===== src/rtl/rtc_divchain.sv =====
module rtc_divchain #(
  parameter int STAGES = 15,
  parameter int STEP   = 5,
  parameter int LEAD   = 16
) (
  input  logic       clk,
  input  logic       rst_n,
  input  logic       osc_tick,
  input  logic [2:0] chain_mode,
  input  logic [3:0] rate_sel,
  input  logic       per_ie,
  input  logic       flag_clr,
  output logic       update_stb,
  output logic       upd_busy,
  output logic       per_flag,
  output logic       irq
);
  localparam int LW = $clog2(STAGES + 1);
  localparam logic [LW-1:0] FULL = LW'(STAGES);
  localparam logic [STAGES-1:0] ONES = {STAGES{1'b1}};
  localparam logic [STAGES-1:0] LEADV = STAGES'(LEAD);

  logic [STAGES-1:0] cnt, mask, tmask;
  logic [LW-1:0] len;
  logic [3:0] eff;
  logic running, hold_rst, adv, busy_set, tap_evt;

  always_comb begin
    case (chain_mode)
      3'b011:  len = LW'(STAGES - STEP);
      3'b100:  len = LW'(STAGES - 2 * STEP);
      3'b101:  len = LW'(STAGES - 3 * STEP);
      default: len = FULL;
    endcase
    case (rate_sel)
      4'd1:    eff = 4'd8;
      4'd2:    eff = 4'd9;
      default: eff = rate_sel;
    endcase
  end

  assign hold_rst = chain_mode[2] & chain_mode[1];
  assign running  = (chain_mode >= 3'b010) & ~hold_rst;
  assign adv      = osc_tick & running;
  assign mask     = ONES >> (FULL - len);
  assign tmask    = ONES >> (FULL - LW'(eff) + LW'(1));

  assign update_stb = adv & (&(cnt | ~mask));
  assign busy_set   = adv & (mask >= LEADV) & ((cnt & mask) == (mask - LEADV));
  assign tap_evt    = adv & (rate_sel != 4'd0) & (&(cnt | ~tmask));
  assign irq        = per_flag & per_ie;

  always_ff @(posedge clk or negedge rst_n) begin
    if (!rst_n) begin
      cnt      <= '0;
      upd_busy <= 1'b0;
      per_flag <= 1'b0;
    end else begin
      if (hold_rst)     cnt <= '0;
      else if (adv)     cnt <= cnt + 1'b1;

      if (hold_rst || update_stb) upd_busy <= 1'b0;
      else if (busy_set)          upd_busy <= 1'b1;

      if (tap_evt)       per_flag <= 1'b1;
      else if (flag_clr) per_flag <= 1'b0;
    end
  end

  p_hold_zero_r4: assert property (@(posedge clk) disable iff (!rst_n)
    hold_rst |=> (cnt == '0) && !upd_busy);
  p_freeze_r5: assert property (@(posedge clk) disable iff (!rst_n)
    (!running && !hold_rst) |=> $stable(cnt) && $stable(upd_busy));
  p_busy_fall_r6: assert property (@(posedge clk) disable iff (!rst_n)
    update_stb |=> !upd_busy);
  p_rate_off_r9: assert property (@(posedge clk) disable iff (!rst_n)
    (rate_sel == 4'd0 && !per_flag) |=> !per_flag);
  p_flag_set_r10: assert property (@(posedge clk) disable iff (!rst_n)
    tap_evt |=> per_flag);
  p_flag_clr_r10: assert property (@(posedge clk) disable iff (!rst_n)
    (flag_clr && !tap_evt) |=> !per_flag);
endmodule


===== config.mk =====
export PLATFORM = sky130hd
export DESIGN_NAME = rtc_divchain
export DESIGN_NICKNAME = d
export VERILOG_FILES = /design/src/rtl/rtc_divchain.sv
export SDC_FILE = /design/constraint.sdc
export NUM_CORES = 1
export LEC_CHECK = 0
export BUFFER_PORTS_ARGS = -buffer_cell sky130_fd_sc_hd__buf_2
export CAP_MARGIN = 20
export CORE_MARGIN = 4
export CORE_UTILIZATION = 25
export CTS_CLUSTER_SIZE = 28
export DETAILED_ROUTE_END_ITERATION = 7
export PLACE_DENSITY = 0.41
export SYNTH_ARGS = -nofsm -noshare
export SYNTH_HDL_FRONTEND = slang
export SYNTH_SLANG_ARGS = --single-unit
export TNS_END_PERCENT = 50

===== constraint.sdc =====
create_clock -name clk -period 1.6 [get_ports clk]
set_input_delay 0.24 -clock clk [delete_from_list [all_inputs] [get_ports clk]]
set_output_delay 0.24 -clock clk [all_outputs]
set_load 0.05 [all_outputs]

==> results.tsv <==
metric	value	unit
Setup Viol. Count Final	2	
gr usage total	14.4	%
Fin Clk Skew	0.00457	ns
ys async rst share	100	%
synth warn	0	
internal power	0.000786	W
Vias	1378	
crit-path max cell delay	0.40	ns
Slew Limit Fails	0	
Ant. Diodes	0	
#FFs+latches synth	17	
share of layout cells above drive strength 1	42.8	%
Psw	0.000357	W
Seq/Total Area, Yosys	33.1	%
syn avg cell area	8.80	um2
min-delay src	flag_clr	
Critical path origin	rate_sel[2]	
most common cell in the netlist	dfrtp_1	
Hold WC Path Type	in -> reg	
P_leak	0.877	nW
drt total wl	4.15	mm
Pwr Density	580	mW/mm2
# port buffers	15	
minimum clock period	1.73	ns
Slew headroom	69.5	%
Primary FF master, synth	dfrtp_1	
number of DRC markers in iteration 0	53	
maximum number of pins on one net before global-route repair	18	
Crit path max-delay family	compound AO/OA/AOI/OAI gates	
top cells by count, synth	17 x dfrtp_1, 12 x nand2_1, 11 x inv_1	
Die Area	0.00635	mm2
# fillers	499	
die height	79.7	um
Top Ports	16	
Synth area leaders	dfrtp_1 33%, ha_1 4.9%, o21ai_0 3.9%	
FMAX	578	MHz
vias in the first global route	1425	
Cell Rows	25	
worst slack, placed	-0.507	ns
Syn Inst Count	146	
Die W	79.7	um
CP cell instances	buf_8, nor2_4, mux2_4, ha_4, buf_6, a2111oi_4, a221oi_2, o31ai_2	
DRC violations left	0	
outcome	finished with violations	
initial antenna violation count	0	
share of the synthesized area in the top cell type	33.1	%
routed vias/inst	5.14	
Comb pwr share	28.4	%
grt ovf	0	
Sw Share	31.2	%
critical path class	in -> reg	
CP max-delay cell	a2111oi_4	
largest area contributor in the netlist	dfrtp_1	
Sink Count	17	
RSZ-0062 raised after global routing	yes	
gpl congestion	0.827	
Hold Vio Cnt, Final	0	
first drt pass iteration count	4	
Setup crit end kind	flip-flop	
CTS tree	built	
final worst-path cycle share	108	%
Clock Path Buffers	2	
Synthesized Nets	163	
ANT nets after route	0	
clk slew on worst S/H paths	0.08	ns
worst endpoint required time	1.77	ns
clk root buf	clkbuf_8	
Post-Syn Area	0.00128	mm2
fin nets	219	
Tightest Pin Transition	0.458	ns
Synth-to-Final Area Change	53.4	%
Clock power frac	30.0	%
Post-synth EDFFs	0	
MaxCap Viol Count	0	
CTS H-tree lvls	1	
first-pass GRT wire length	7.07	mm
Synth cell types	49	
area of the core	0.00485	mm2
DR WL/cell	15.5	um
Startpoint Class	primary input	
Initial Util	26.5	%
clk_lat worst skew	0.26	ns
Sequential Power Share	41.5	%
buffer and inverter count on the worst path	2	
RR Startpoint	cnt[2]	
post-DP HPWL	3.12	mm
CP Max Fanout	4	
crit path DAT	1.90	ns
failing checks	negative setup slack	
Final WS setup	-0.129	ns
Max VDD drop	273	uV
worst hold slack	0.263	ns
total CTS buffers	3	
## kinds of logic (layout without fill, tap and decap cells)
kind of cell    count (synthesis)  count (layout)  share of synthesized area [%]
simple gates                   58              58                           25.9
flops                          17              17                           33.1
compound gates                 42              42                           23.9
xor+xnor                        3               3                           2.63
fa+ha+maj                       6               6                           5.65
buf+inv                        16              71                           5.65
mux                             4               4                           3.21
## per-stage QoR
step	total power [W]	util, %	std cells	setup TNS, ns	area (um2)
finish	0.00114	40.6	268	-0.173	1970
global placement	0.000740	35.9	259	-0.390	1740
global route	0.00120	40.6	268	-0.350	1970
CTS	0.00112	38.5	266	-0.161	1870
floorplan	0.000619	-	146	-0.300	1350
detailed placement	0.000751	35.9	259	-0.604	1740
## power groups by stage
| stage | registers, W | logic, W | clock network, W |
|---|---|---|---|
| after floorplan | 0.000477 | 0.000142 | 0 |
| after global placement | 0.000476 | 0.000264 | 0 |
| after detailed placement | 0.000476 | 0.000276 | 0 |
| after CTS | 0.000474 | 0.000294 | 0.000357 |
| after global routing | 0.000476 | 0.000355 | 0.000371 |
| final | 0.000475 | 0.000325 | 0.000343 |
## placed cells by master (no fill, tap or decap), drive strengths merged, types with 2 or more instances in the layout
cell type	netlist	final
buf	3	55
dfrtp	17	17
nand2	13	13
inv	11	11
o21ai	11	11
nor2	10	10
nand3	7	7
a21o	5	5
nor3	5	5
ha	5	5
a31oi	4	4
clkbuf	2	4
o31ai	4	4
nand2b	3	3
and2	3	3
mux2i	3	3
nand4	3	3
nor4	3	3
or4	3	3
o311ai	3	3
and4	2	2
a22o	2	2
o41ai	2	2
a221oi	2	2
xnor2	2	2
o221ai	2	2
## sequential cells by signal (all words and copies together), names as in the netlist
register,count
upd_busy,1
cnt,15
per_flag,1
## worst min-delay path, cell delays in order
cell	delay, ns
buf_2	0.07
nand2b_1	0.11
o31ai_2	0.07
## area by class of cell
cell class	count	area, um2	area share (%)
clock buffer	4	45.0	2.29
multi-input combinational	113	952	48.3
tap	67	83.8	4.25
timing repair buffer	56	419	21.3
inverter	11	43.8	2.22
sequential	17	427	21.7
## routing by layer
metal / routed length (um) / global-route usage [%]
met1: 1920 / 18.5
met2: 2000 / 24.0
met3: 148 / 3.39
met4: 84 / 3.78
met5: 0 / 0
## repair_timing
action                                  in CTS  in global routing
buffers inserted                             2                  2
hold endpoints to repair                    17                  0
gates resized for setup                     16                 18
endpoints found under the setup margin       4                  6
gates cloned                                 0                  0
hold buffers                                 1                  0
pin swaps                                    8                  8
## path summary, 6_finish.rpt
check	end	slack [ns]	cells after the start
setup / recovery	per_flag	-0.13	8
hold reg to reg	per_flag	0.56	2
max in group asynchronous	cnt[2]	0.79	2
min in group asynchronous	cnt[0]	0.47	2
hold / removal	per_flag	0.26	3
setup reg to reg	per_flag	0.05	5
No activity file was read; power rests on OpenSTA's default activity.
